`config.mk`:
```
export PLATFORM = sky130hd
export DESIGN_NAME = ums_microseq
export DESIGN_NICKNAME = d
export VERILOG_FILES = /design/src/rtl/ums_pkg.sv /design/src/rtl/ums_cond_or.sv /design/src/rtl/ums_page_trap.sv /design/src/rtl/ums_addr_reg.sv /design/src/rtl/ums_microseq.sv
export SDC_FILE = /design/constraint.sdc
export NUM_CORES = 1
export LEC_CHECK = 0
export BUFFER_PORTS_ARGS = -buffer_cell sky130_fd_sc_hd__buf_2
export CORE_MARGIN = 8
export CORE_UTILIZATION = 41
export CTS_CLUSTER_DIAMETER = 150
export DETAILED_ROUTE_END_ITERATION = 10
export HOLD_SLACK_MARGIN = 0.15
export MAX_ROUTING_LAYER = met4
export PLACE_DENSITY = 0.85
export SLEW_MARGIN = 0
export SYNTH_ARGS = -nofsm -noshare
export SYNTH_HDL_FRONTEND = slang
export SYNTH_HIERARCHICAL = 1
export SYNTH_SLANG_ARGS = --single-unit
```
`constraint.sdc`:
```
create_clock -name clk -period 1 [get_ports clk]
set_input_delay 0.2 -clock clk [delete_from_list [all_inputs] [get_ports clk]]
set_output_delay 0.2 -clock clk [all_outputs]
set_load 0.005 [all_outputs]
```
`src/rtl/ums_pkg.sv`:
```
package ums_pkg;

    typedef enum logic [1:0] {
        BR_NONE = 2'b00,
        BR_ZERO = 2'b01,
        BR_DISP = 2'b10,
        BR_RSVD = 2'b11
    } br_sel_e;

    typedef enum logic {
        PG_IDLE  = 1'b0,
        PG_ARMED = 1'b1
    } pg_state_e;

endpackage

```
`src/rtl/ums_cond_or.sv`:
```
module ums_cond_or
    import ums_pkg::*;
#(
    parameter int ADDR_W = 12,
    parameter int DISP_W = 2
) (
    input  logic [1:0]        br_sel,
    input  logic              alu_zero,
    input  logic [DISP_W-1:0] disp_status,
    output logic [ADDR_W-1:0] cond_mask
);
    localparam int PAD_W = ADDR_W - DISP_W;
    localparam logic [ADDR_W-1:0] ZERO_BIT = ADDR_W'(1);

    br_sel_e sel;

    always_comb begin
        sel = br_sel_e'(br_sel);
        unique case (sel)
            BR_NONE: cond_mask = '0;
            BR_ZERO: cond_mask = alu_zero ? ZERO_BIT : '0;
            BR_DISP: cond_mask = {{PAD_W{1'b0}}, disp_status};
            BR_RSVD: cond_mask = '0;
            default: cond_mask = '0;
        endcase
    end

    // the reserved select contributes nothing
    always_comb begin
        if (br_sel == 2'b11) begin
            a_r9_rsvd_quiet: assert (cond_mask == '0 || $isunknown(cond_mask));
        end
    end

endmodule

```
`src/rtl/ums_page_trap.sv`:
```
module ums_page_trap
    import ums_pkg::*;
#(
    parameter int ADDR_W     = 12,
    parameter int PCROSS_BIT = 1
) (
    input  logic              clk,
    input  logic              rst_n,
    input  logic              mar_load,
    input  logic              alu_carry8,
    input  logic              mem_req,
    output logic              abort_mem,
    output logic              pg_armed,
    output logic [ADDR_W-1:0] pg_mask
);
    localparam logic [ADDR_W-1:0] PC_BIT_MASK = ADDR_W'(1) << PCROSS_BIT;

    pg_state_e state, state_nxt;
    logic      crossing;

    assign crossing = mar_load & alu_carry8;

    // state register
    always_ff @(posedge clk or negedge rst_n) begin
        if (!rst_n) begin
            state <= PG_IDLE;
        end else begin
            state <= state_nxt;
        end
    end

    // transitions: IDLE_HOLD, IDLE_TO_ARMED, ARMED_TO_ARMED, ARMED_TO_IDLE
    always_comb begin
        unique case (state)
            PG_IDLE:  state_nxt = crossing ? PG_ARMED : PG_IDLE;
            PG_ARMED: state_nxt = crossing ? PG_ARMED : PG_IDLE;
            default:  state_nxt = PG_IDLE;
        endcase
    end

    // outputs
    always_comb begin
        unique case (state)
            PG_ARMED: begin
                pg_armed  = 1'b1;
                abort_mem = mem_req;
                pg_mask   = PC_BIT_MASK;
            end
            default: begin
                pg_armed  = 1'b0;
                abort_mem = 1'b0;
                pg_mask   = '0;
            end
        endcase
    end

    // a crossing aborts the following instruction's memory request
    a_r4_abort_follows: assert property (@(posedge clk) disable iff (!rst_n)
        ($past(rst_n) && $past(mar_load && alu_carry8) && mem_req) |-> abort_mem);

    // without a crossing in the previous instruction nothing is trapped
    a_r6_one_shot: assert property (@(posedge clk) disable iff (!rst_n)
        ($past(rst_n) && !$past(mar_load && alu_carry8)) |-> (!abort_mem && pg_mask == '0));

endmodule

```
`src/rtl/ums_addr_reg.sv`:
```
module ums_addr_reg #(
    parameter int ADDR_W = 12
) (
    input  logic              clk,
    input  logic              rst_n,
    input  logic [ADDR_W-1:0] base_field,
    input  logic [ADDR_W-1:0] cond_mask,
    input  logic [ADDR_W-1:0] pg_mask,
    output logic [ADDR_W-1:0] next_addr
);
    always_ff @(posedge clk or negedge rst_n) begin
        if (!rst_n) begin
            next_addr <= '0;
        end else begin
            next_addr <= base_field | cond_mask | pg_mask;
        end
    end

    // reset forces address zero
    a_r8_reset_zero: assert property (@(posedge clk)
        !rst_n |=> (next_addr == '0));

endmodule

```
`src/rtl/ums_microseq.sv`:
```
module ums_microseq
    import ums_pkg::*;
#(
    parameter int ADDR_W     = 12,
    parameter int DISP_W     = 2,
    parameter int PCROSS_BIT = 1
) (
    input  logic              clk,
    input  logic              rst_n,
    input  logic [ADDR_W-1:0] next_field,
    input  logic [1:0]        br_sel,
    input  logic              alu_zero,
    input  logic [DISP_W-1:0] disp_status,
    input  logic              mar_load,
    input  logic              alu_carry8,
    input  logic              mem_req,
    output logic [ADDR_W-1:0] next_addr,
    output logic              abort_mem
);
    logic [ADDR_W-1:0] cond_mask;
    logic [ADDR_W-1:0] pg_mask;
    logic              pg_armed;

    ums_cond_or #(
        .ADDR_W(ADDR_W),
        .DISP_W(DISP_W)
    ) u_cond (
        .br_sel      (br_sel),
        .alu_zero    (alu_zero),
        .disp_status (disp_status),
        .cond_mask   (cond_mask)
    );

    ums_page_trap #(
        .ADDR_W    (ADDR_W),
        .PCROSS_BIT(PCROSS_BIT)
    ) u_trap (
        .clk        (clk),
        .rst_n      (rst_n),
        .mar_load   (mar_load),
        .alu_carry8 (alu_carry8),
        .mem_req    (mem_req),
        .abort_mem  (abort_mem),
        .pg_armed   (pg_armed),
        .pg_mask    (pg_mask)
    );

    ums_addr_reg #(
        .ADDR_W(ADDR_W)
    ) u_areg (
        .clk        (clk),
        .rst_n      (rst_n),
        .base_field (next_field),
        .cond_mask  (cond_mask),
        .pg_mask    (pg_mask),
        .next_addr  (next_addr)
    );

    // plain sequencing passes the base through
    a_r1_pass: assert property (@(posedge clk) disable iff (!rst_n)
        ($past(rst_n) && $past(br_sel) == 2'b00 && !$past(pg_armed))
        |-> (next_addr == $past(next_field)));

    // zero test sets bit 0
    a_r2_zero_bit: assert property (@(posedge clk) disable iff (!rst_n)
        ($past(rst_n) && $past(br_sel) == 2'b01 && $past(alu_zero)) |-> next_addr[0]);

    // every dispatch status bit appears in the low bits
    a_r3_disp_bits: assert property (@(posedge clk) disable iff (!rst_n)
        ($past(rst_n) && $past(br_sel) == 2'b10)
        |-> ((next_addr[DISP_W-1:0] & $past(disp_status)) == $past(disp_status)));

    // bits above the condition field always keep the base
    a_r3_upper_kept: assert property (@(posedge clk) disable iff (!rst_n)
        $past(rst_n) |-> (next_addr[ADDR_W-1:DISP_W] == $past(next_field[ADDR_W-1:DISP_W])));

    // an armed trap ORs its bit into the next address
    a_r5_pg_or: assert property (@(posedge clk) disable iff (!rst_n)
        ($past(rst_n) && $past(pg_armed)) |-> next_addr[PCROSS_BIT]);

endmodule

```
==> impl_metrics.json <==
{
  "die-height_um": 54.7,
  "fin_area_um2": 756,
  "synth_top_family_by_area": "buffers and inverters",
  "finalWorstSetupSlack_ps": -77.5,
  "clock_path_buffers": 2,
  "cts_made_buffers": 3,
  "ctsHoldBuffers": 2,
  "hp-class": "input pin to flop",
  "drc": 0,
  "start_util_pct": 42.2,
  "cts-root-buf": "clkbuf_4",
  "fp.dieArea_mm2": 0.00299,
  "syn-mean-instance-area_um2": 10.9,
  "cp.required_ps": 800,
  "syn_area_um2": 613,
  "cp-end-kind": "output port",
  "die_w_um": 54.7,
  "ir_worst_vdd_v": 0.000555,
  "cts-htree-levels": 1,
  "violations": "setup timing",
  "portBuffers": 34,
  "drive_gt1_share_pct": 40.9,
  "crit_type": "flop to output port",
  "row_count": 14,
  "synth_compound_area_share_pct": 1.43,
  "synthAdderAreaFrac_pct": 0,
  "drt-pass1-iter-count": 2,
  "insertion_delay_ps": 260,
  "final_cell_mix": "buf_2, conb_1, dfrtp_1",
  "grt_pass1_vias": 482,
  "dp_cells": 103,
  "wl_per_cell_um": 10.5,
  "grt_use_total_pct": 8.50,
  "core_area_mm2": 0.00145,
  "clk_pin_slew_ps": 80,
  "yosys.area_share.xor_xnor_pct": 0,
  "leakagePower_nw": 0.375,
  "nNetsFinal": 116,
  "hold_violations": 0,
  "antenna_found_initial": 0,
  "setup_viol": 1,
  "viasPerCell": 3.91,
  "gp_congestion": 0.632,
  "overflow": 0,
  "clkSinkCount": 13,
  "yosys_warnings": 6,
  "num_io_pins": 35,
  "fillers": 137,
  "placed_cell_area_um2": 709,
  "vias": 426,
  "fin_util_pct": 52.0,
  "max_cap_violations": 0,
  "skew_ps": 0.00733,
  "cts_resized": 0,
  "synthSimpleGateAreaFrac_pct": 17.3,
  "yosysUniqueCellTypes": 9,
  "fin_cells": 109,
  "start_kind": "flop",
  "mostFrequentLayoutCell": "buf_2",
  "max_freq_ghz": 0.928,
  "drv_slew": 0,
  "grt_pass1_wl_um": 1760,
  "cts_setup_buffers": 0,
  "cts_tree": "built",
  "finalWirelength_um": 1150,
  "syn_inst": 56,
  "crit_arrival_ps": 880,
  "antenna_cells": 0,
  "drtAntennaViolNets": 0,
  "muxShareOfSynthArea_pct": 0,
  "power_density_mw_per_mm2": 1290,
  "synth-seq-cells": 13,
  "area_delta_synth_final_pct": 23.3,
  "grt_max_degree": 14,
  "period_needed_ps": 1080,
  "status": "complete, but fails checks",
  "rsz0062_at_grt": "yes",
  "final.period_utilization_pct": 108,
  "crit_fanout": 2,
  "ys_seq_area_share_pct": 53.1,
  "drt-initial-drc-count": 2
}
-- flip-flops by register name (all words and copies together) (netlist names) --
name,cells
u_trap/state,1
u_areg/next_addr,12
-- repair_timing --
item                                   4_1_cts  5_1_grt
setup endpoints to repair                    1        1
endpoints found under the hold margin       26       12
pin swaps                                    1        0
-- through the flow --
step / setup WS (ps) / setup TNS (ps) / hold slack, ps / power, mW
global route: -128 / -128 / 111 / 1.04
CTS: -96.8 / -96.8 / 109 / 0.998
global placement: 60.3 / 0 / 101 / 0.665
finish: -77.5 / -77.5 / 119 / 0.973
detailed placement: 41.1 / 0 / 106 / 0.671
floorplan: 119 / 0 / -95.6 / 0.656
-- worst paths after layout --
kind / from / to / slack, ps / cells past startpoint
min in group asynchronous: rst_n / u_areg/next_addr[11]$_DFF_PN0_ / 350 / 2
max in group asynchronous: rst_n / u_areg/next_addr[3]$_DFF_PN0_ / 420 / 2
max reg2reg: u_trap/state$_DFF_PN0_ / u_areg/next_addr[1]$_DFF_PN0_ / 210 / 1
max: u_trap/state$_DFF_PN0_ / abort_mem / -80 / 2
min reg2reg: u_trap/state$_DFF_PN0_ / u_areg/next_addr[1]$_DFF_PN0_ / 460 / 1
min: next_field[5] / u_areg/next_addr[5]$_DFF_PN0_ / 120 / 2
-- synthesized netlist by cell type --
master | instances | area (µm²)
nand2_1 | 2 | 7.51
or3_1 | 12 | 75.1
nand3b_1 | 1 | 7.51
buf_4 | 22 | 165
dfrtp_1 | 13 | 325
nor2_1 | 1 | 3.75
o21ai_2 | 1 | 8.76
and2_1 | 2 | 12.5
conb_1 | 2 | 7.51
-- where the power goes --
group / internal (mW) / switching, mW / total, mW
clock network: 0.154 / 0.155 / 0.309
logic: 0.0628 / 0.0497 / 0.113
registers: 0.547 / 0.00461 / 0.552
-- cell families after synthesis --
family	after synthesis
compound gates	1
simple gates	18
other cells	2
buf+inv	22
flops	13
-- final cells by class --
type,count,area [µm²],area share (%)
clock buffers,4,26.3,3.48
multi-input cells,40,194,25.7
flip-flops and latches,13,325,43.0
well taps,16,20.0,2.65
repair buffers,36,190,25.2
-- routing by layer --
metal / up-vias / GRT usage (%) / share of wire (%)
li1: 211 / - / -
met1: 189 / 6.14 / 29
met2: 26 / 16.8 / 53
met3: 0 / 3.80 / 18
met4: 0 / 3.69 / 0
met5: - / - / 0
-- worst max-delay path: stages (launching register included) --
cell and delay, ps:
dfrtp_1 370, and2_1 130, buf_2 120
Power figures use the tool's default switching activity.
